## src/rtl/cq_pkg.sv

```systemverilog
package cq_pkg;
  localparam int QID_W = 11;
  localparam int VAL_W = 16;

  localparam logic [2:0] CK_MISS  = 3'd1;
  localparam logic [2:0] CK_PKT   = 3'd2;
  localparam logic [2:0] CK_REINJ = 3'd3;
  localparam logic [2:0] CK_DESC  = 3'd4;

  typedef struct packed {
    logic [31:0]      rsvd_hi;
    logic [VAL_W-1:0] val;
    logic             gen;
    logic             rsvd_lo;
    logic [2:0]       kind;
    logic [QID_W-1:0] qid;
  } cq_entry_t;
endpackage

```

## src/rtl/cq_entry_fmt.sv

```systemverilog
module cq_entry_fmt
  import cq_pkg::*;
(
  input  logic [2:0]       kind_i,
  input  logic [QID_W-1:0] qid_i,
  input  logic [VAL_W-1:0] val_i,
  input  logic             gen_i,
  output logic [63:0]      data_o
);
  cq_entry_t ent;

  always_comb begin
    ent         = '0;
    ent.qid     = qid_i;
    ent.kind    = kind_i;
    ent.gen     = gen_i;
    ent.val     = val_i;
  end

  assign data_o = ent;
endmodule

```

## src/rtl/cq_ring_ptr.sv

```systemverilog
module cq_ring_ptr #(
  parameter int DEPTH = 16
) (
  input  logic                                   clk_i,
  input  logic                                   rst_ni,
  input  logic                                   adv_i,
  output logic [((DEPTH > 1) ? $clog2(DEPTH) : 1)-1:0] ptr_o,
  output logic                                   gen_o
);
  localparam int AW = (DEPTH > 1) ? $clog2(DEPTH) : 1;
  localparam logic [AW-1:0] LAST = AW'(DEPTH - 1);

  logic [AW-1:0] ptr_q;
  logic          gen_q;
  logic          wrap;

  assign wrap = adv_i && (ptr_q == LAST);

  always_ff @(posedge clk_i or negedge rst_ni) begin
    if (!rst_ni) begin
      ptr_q <= '0;
      gen_q <= 1'b1;  // ring is preset to 0 by the consumer
    end else if (adv_i) begin
      ptr_q <= wrap ? '0 : ptr_q + 1'b1;
      if (wrap) gen_q <= ~gen_q;
    end
  end

  assign ptr_o = ptr_q;
  assign gen_o = gen_q;

  a_r4_ptr_step: assert property (@(posedge clk_i) disable iff (!rst_ni)
    adv_i |=> ptr_o == (($past(ptr_o) == LAST) ? '0 : $past(ptr_o) + 1'b1));
  a_r4_ptr_hold: assert property (@(posedge clk_i) disable iff (!rst_ni)
    !adv_i |=> $stable(ptr_o));
  a_r5_gen_flip: assert property (@(posedge clk_i) disable iff (!rst_ni)
    (adv_i && ptr_o == LAST) |=> gen_o != $past(gen_o));
  a_r5_gen_hold: assert property (@(posedge clk_i) disable iff (!rst_ni)
    !(adv_i && ptr_o == LAST) |=> $stable(gen_o));
endmodule

```

## src/rtl/cq_miss_table.sv

```systemverilog
module cq_miss_table #(
  parameter int N     = 8,
  parameter int TAG_W = 16
) (
  input  logic             clk_i,
  input  logic             rst_ni,
  input  logic [TAG_W-1:0] tag_i,
  output logic             hit_o,
  output logic             full_o,
  input  logic             ins_i,
  input  logic             rel_i
);
  logic [N-1:0]     vld_q;
  logic [N-1:0]     hit_v;
  logic [N-1:0]     free_oh;
  logic [TAG_W-1:0] tag_q [N];

  // lowest clear bit of vld_q
  assign free_oh = ~vld_q & (vld_q + 1'b1);
  assign full_o  = &vld_q;
  assign hit_o   = |hit_v;

  for (genvar g = 0; g < N; g++) begin : g_slot
    assign hit_v[g] = vld_q[g] && (tag_q[g] == tag_i);

    always_ff @(posedge clk_i or negedge rst_ni) begin
      if (!rst_ni)                    tag_q[g] <= '0;
      else if (ins_i && free_oh[g])   tag_q[g] <= tag_i;
    end
  end

  always_ff @(posedge clk_i or negedge rst_ni) begin
    if (!rst_ni)     vld_q <= '0;
    else if (ins_i)  vld_q <= vld_q | free_oh;
    else if (rel_i)  vld_q <= vld_q & ~hit_v;
  end

  a_r8_unique_tag: assert property (@(posedge clk_i) disable iff (!rst_ni)
    $onehot0(hit_v));
  a_r8_ins_legal: assert property (@(posedge clk_i) disable iff (!rst_ni)
    ins_i |-> !full_o && !hit_o);
  a_r6_ins_grows: assert property (@(posedge clk_i) disable iff (!rst_ni)
    ins_i |=> $countones(vld_q) == $countones($past(vld_q)) + 1);
  a_r6_rel_shrinks: assert property (@(posedge clk_i) disable iff (!rst_ni)
    (rel_i && !ins_i) |=> $countones(vld_q) + 1 == $countones($past(vld_q)));
endmodule

```

## src/rtl/cq_compl_writer.sv

```systemverilog
module cq_compl_writer
  import cq_pkg::*;
#(
  parameter int DEPTH      = 16,
  parameter int MISS_SLOTS = 8,
  localparam int AW        = (DEPTH > 1) ? $clog2(DEPTH) : 1
) (
  input  logic             clk_i,
  input  logic             rst_ni,
  input  logic             req_valid_i,
  output logic             req_ready_o,
  input  logic [2:0]       req_kind_i,
  input  logic [10:0]      req_qid_i,
  input  logic [15:0]      req_val_i,
  output logic             wr_en_o,
  output logic [AW-1:0]    wr_addr_o,
  output logic [63:0]      wr_data_o,
  output logic             err_o
);
  logic          rdy_q;
  logic          acc, is_pkt, is_desc, is_miss, is_reinj;
  logic          hit, full, ok, do_wr, do_rej;
  logic [AW-1:0] ptr;
  logic          gen;
  logic [63:0]   ent;

  logic          wr_q, err_q;
  logic [AW-1:0] addr_q;
  logic [63:0]   data_q;

  assign acc      = req_valid_i && rdy_q;
  assign is_pkt   = req_kind_i == CK_PKT;
  assign is_desc  = req_kind_i == CK_DESC;
  assign is_miss  = req_kind_i == CK_MISS;
  assign is_reinj = req_kind_i == CK_REINJ;

  assign ok = is_pkt || is_desc
           || (is_miss && !full && !hit)
           || (is_reinj && hit);
  assign do_wr  = acc && ok;
  assign do_rej = acc && !ok;

  cq_miss_table #(.N(MISS_SLOTS), .TAG_W(VAL_W)) i_miss (
    .clk_i  (clk_i),
    .rst_ni (rst_ni),
    .tag_i  (req_val_i),
    .hit_o  (hit),
    .full_o (full),
    .ins_i  (do_wr && is_miss),
    .rel_i  (do_wr && is_reinj)
  );

  cq_ring_ptr #(.DEPTH(DEPTH)) i_ptr (
    .clk_i  (clk_i),
    .rst_ni (rst_ni),
    .adv_i  (do_wr),
    .ptr_o  (ptr),
    .gen_o  (gen)
  );

  cq_entry_fmt i_fmt (
    .kind_i (req_kind_i),
    .qid_i  (req_qid_i),
    .val_i  (req_val_i),
    .gen_i  (gen),
    .data_o (ent)
  );

  always_ff @(posedge clk_i or negedge rst_ni) begin
    if (!rst_ni) begin
      rdy_q  <= 1'b0;
      wr_q   <= 1'b0;
      err_q  <= 1'b0;
      addr_q <= '0;
      data_q <= '0;
    end else begin
      rdy_q <= 1'b1;
      wr_q  <= do_wr;
      err_q <= do_rej;
      if (do_wr) begin
        addr_q <= ptr;
        data_q <= ent;
      end
    end
  end

  assign req_ready_o = rdy_q;
  assign wr_en_o     = wr_q;
  assign err_o       = err_q;
  assign wr_addr_o   = addr_q;
  assign wr_data_o   = data_q;

  a_r10_excl: assert property (@(posedge clk_i) disable iff (!rst_ni)
    !(wr_en_o && err_o));
  a_r2_rsvd_zero: assert property (@(posedge clk_i) disable iff (!rst_ni)
    wr_en_o |-> (wr_data_o[63:32] == '0) && !wr_data_o[14]);
  a_r7_unmatched: assert property (@(posedge clk_i) disable iff (!rst_ni)
    (acc && is_reinj && !hit) |=> err_o && !wr_en_o);
  a_r9_always_wr: assert property (@(posedge clk_i) disable iff (!rst_ni)
    (acc && (is_pkt || is_desc)) |=> wr_en_o);
  a_r3_bad_kind: assert property (@(posedge clk_i) disable iff (!rst_ni)
    (acc && !(is_pkt || is_desc || is_miss || is_reinj)) |=> err_o);
  a_r11_ready: assert property (@(posedge clk_i) disable iff (!rst_ni)
    1'b1 |=> req_ready_o);
endmodule

```

## config.mk

```make
export PLATFORM = sky130hd
export DESIGN_NAME = cq_compl_writer
export DESIGN_NICKNAME = d
export VERILOG_FILES = /design/src/rtl/cq_pkg.sv /design/src/rtl/cq_entry_fmt.sv /design/src/rtl/cq_ring_ptr.sv /design/src/rtl/cq_miss_table.sv /design/src/rtl/cq_compl_writer.sv
export SDC_FILE = /design/constraint.sdc
export NUM_CORES = 1
export LEC_CHECK = 0
export ABC_CLOCK_PERIOD_IN_PS = 3400
export BUFFER_PORTS_ARGS = -buffer_cell sky130_fd_sc_hd__buf_2
export CAP_MARGIN = 5
export CORE_MARGIN = 8
export CORE_UTILIZATION = 61
export CTS_BUF_LIST = sky130_fd_sc_hd__clkbuf_2
export DETAILED_ROUTE_END_ITERATION = 6
export GPL_ROUTABILITY_DRIVEN = 0
export HOLD_SLACK_MARGIN = 0.03
export PLACE_DENSITY = 0.83
export SLEW_MARGIN = 40
export SYNTH_ARGS = -nofsm -noshare
export SYNTH_HDL_FRONTEND = slang
export SYNTH_SLANG_ARGS = --single-unit
```

## constraint.sdc

```tcl
create_clock -name clk_i -period 3.4 [get_ports clk_i]
set_clock_uncertainty 0.05 [all_clocks]
set_input_delay 0.17 -clock clk_i [delete_from_list [all_inputs] [get_ports clk_i]]
set_output_delay 0.17 -clock clk_i [all_outputs]
set_load 0.05 [all_outputs]
```

==> impl_results.md <==
* Status: completed
* DRT antenna net count at 0
* Fin Hold WS at 0.1660 ns
* Final hold vios at 0
* Post-Route Utilization at 67.78%
* Synth cell count leaders: 178 x dfrtp_1, 128 x mux2_2, 114 x xnor2_1
* Yosys warns at 0
* Synthesized cell area at 0.008991 mm^2
* Starting density of the core at 62.10%
* PostCTS Resize Cnt at 0
* Share of the synthesized area in the top cell type at 49.54%
* Tcrit/Tclk final at 91.68%
* Vias per inst at 5.558
* Mapped Cells at 662
* Die area at 0.01888 mm^2
* Via count at 5275
* Hold path cells at 3
* CTS max path bufs at 2
* Post-synth top area cell: dfrtp_1
* Reg-to-reg startpoint: i_miss.vld_q[1]
* Placed Cells at 881
* Final wirelength at 18.09 mm
* Count leader, synth: dfrtp_1
* R2R cell count at 8
* Worst setup margin at 0.2828 ns
* Startpoint Class: register
* TritonCTS Sinks at 179
* Critical path arrival at 3.68 ns
* Worst Max-Slew Pin Slew at 0.5584 ns
* # rows at 44
* Tmin final at 3.117 ns
* Top post-synthesis cells by area: dfrtp_1 50%, mux2_2 16%, xnor2_1 11%
* Routed WL per cell at 19.06 um
* Die Ht at 137.4 um
* CP startpoint: i_miss.vld_q[1]
* Ys async rst share at 100.0%
* Initial antenna violation count at 1
* P per Cell Area at 461.1 mW/mm^2
* Core Box Area at 0.01448 mm^2
* Worst skew pair latency at 0.72 ns
* Syn Area/Cell at 13.58 um^2
* Sequential area share after synthesis at 49.83%
* RSZ-0062 raised after global routing: false
* Fmax at 0.3208 GHz
* Worst r2r dst: i_miss.tag_q[77]
* Io pins at 104
* Worst slack at placement at 0.2819 ns
* DRT iter0 DRCs at 275
* Drc violations at 0
* First-pass GRT wire length at 28.95 mm
* Clk root buf: clkbuf_2
* Post-synth EDFFs at 0
* Layout area overhead at 9.143%
* Count of final max-slew check failures at 0
* H-tree levels at 4
* Post-synth cell types at 50
* #FFs+latches synth at 179
* First drt pass iteration count at 4
* Vias in the first global route at 5539
* Count of nets after finishing at 785
* Share of layout cells above drive strength 1 at 38.74%
* Setup crit end kind: register
* Port bufs at 70
* Width of the die at 137.4 um
* Grt ovf at 0
* Synth Flop Type: dfrtp_1
* Worst EP required at 3.96 ns
* Max Cap Violations at 0
* Largest net degree at the start of global routing at 109
* Setup TNS at 0 ns
* GRT Total Usage at 19.92%
* HPWL after DPL at 12.16 mm
* Rel. slew slack at 62.77%
* Kind of critical path: register to register
* Setup violations, final at 0
* Peak supply drop at 0.3395 mV
* CTS clock-pin slew for the worst setup and hold paths at 0.24 ns
* CP Max Fanout at 12
* Flop2flop setup slack at 0.28 ns
* CTS tree: built
* Static Leakage at 4.485 nW
* Num CTS Buffers at 17
* Hold Crit Class: input pin to register
* Final Non-Filler Cells at 949
* Crit path to: i_miss.tag_q[77]
==> cell families (layout without fill, tap and decap cells) <==
logic type | Yosys count | in the layout | share of synthesized area (%)
xor gates and xnor gates | 130 | 130 | 12.66
muxes | 165 | 165 | 22.13
adders and majority gates | 1 | 1 | 0.1391
AOI/OAI and AO/OA | 22 | 22 | 1.990
other | 2 | 35 | 0.08353
and+or+nand+nor | 78 | 78 | 6.457
buffers and inverters | 85 | 155 | 6.707
DFF | 179 | 179 | 49.83
==> what timing repair did <==
action / in CTS / in global routing
setup buffers: 0 / 0
hold endpoints to repair: 348 / 0
hold buffers: 35 / 0
==> power by group <==
| part | switching, mW | internal [mW] | leakage, nW | total, mW |
|---|---|---|---|---|
| combinational | 0.777 | 0.358 | 1.96 | 1.13 |
| clock | 0.694 | 0.267 | 0.129 | 0.960 |
| sequential | 0.124 | 2.31 | 2.40 | 2.43 |
==> state kept, by name, indices dropped and copies added, names as in the netlist <==
name / count
req_ready_o: 1
wr_data_o: 31
wr_en_o: 1
i_miss.vld_q: 8
i_miss.tag_q: 128
i_ptr.gen_o: 1
wr_addr_o: 4
err_o: 1
i_ptr.ptr_o: 4
==> cells in the final DEF (no fill, tap or decap), drive strengths merged, types with 2 or more instances in the layout <==
| cell type | netlist | layout |
|---|---|---|
| dfrtp | 178 | 178 |
| conb | 2 | 34 |
| clkinv | 1 | 9 |
| inv | 3 | 3 |
| a21o | 2 | 2 |
| nor4 | 13 | 13 |
| nor4b | 3 | 3 |
| nor3 | 2 | 2 |
| buf | 81 | 85 |
| xnor2 | 114 | 114 |
| o21ai | 2 | 2 |
| dlygate4sd3 | 0 | 34 |
| nor2 | 5 | 5 |
| clkinvlp | 0 | 2 |
| o211ai | 2 | 2 |
| nand4b | 2 | 2 |
| a21oi | 2 | 2 |
| nand4 | 31 | 31 |
| a22oi | 3 | 3 |
| clkbuf | 0 | 21 |
| nand2 | 13 | 13 |
| o2bb2ai | 6 | 6 |
| mux2 | 165 | 165 |
| xor2 | 16 | 16 |
==> metrics by stage <==
| step | area [um^2] | total power [mW] |
|---|---|---|
| 6_report | 9813 | 4.525 |
| 5_1_grt | 9813 | 4.742 |
| 4_1_cts | 9811 | 4.559 |
| 3_5_place_dp | 9248 | 3.573 |
| 3_3_place_gp | 9248 | 3.537 |
| 2_1_floorplan | 9111 | 3.330 |
==> layer usage <==
| layer | wire, um | vias up | track usage, % |
|---|---|---|---|
| met5 | 0 | - | 0 |
| met3 | 1176 | 37 | 5.580 |
| li1 | - | 2409 | - |
| met4 | 513 | 0 | 8.570 |
| met1 | 7907 | 2680 | 24.87 |
| met2 | 8489 | 149 | 31.86 |
==> how the worst min path moves through the flow <==
stage	slack, ns	from	end
after floorplan	-0.18	rst_ni	err_o
after global placement	0.17	rst_ni	wr_en_o
after detailed placement	0.18	rst_ni	wr_data_o[1]
after CTS	0.09	req_qid_i[0]	wr_data_o[0]
after global routing	0.09	req_qid_i[3]	wr_data_o[3]
final	0.17	req_qid_i[3]	wr_data_o[3]
==> critical path, cell delays in order, from the launching register on <==
cell and delay [ns]:
dfrtp_1 0.54, nand4_2 0.19, nor2_2 0.08, a311o_2 0.43
or4_4 0.57, nor2_8 0.18, nor4b_4 0.28, buf_4 0.32
mux2_2 0.36
==> cell type report <==
type / instances / area (um^2)
Inverter: 4 / 15.01
Antenna cell: 1 / 2.502
Sequential cell: 179 / 4481
Multi-Input combinational cell: 430 / 4035
Clock inverter: 11 / 90.09
Clock buffer: 21 / 105.1
Timing Repair Buffer: 119 / 854.6
Tap cell: 184 / 230.2
Fill cell: 998 / 4666
No activity file was read; power rests on OpenSTA's default activity.
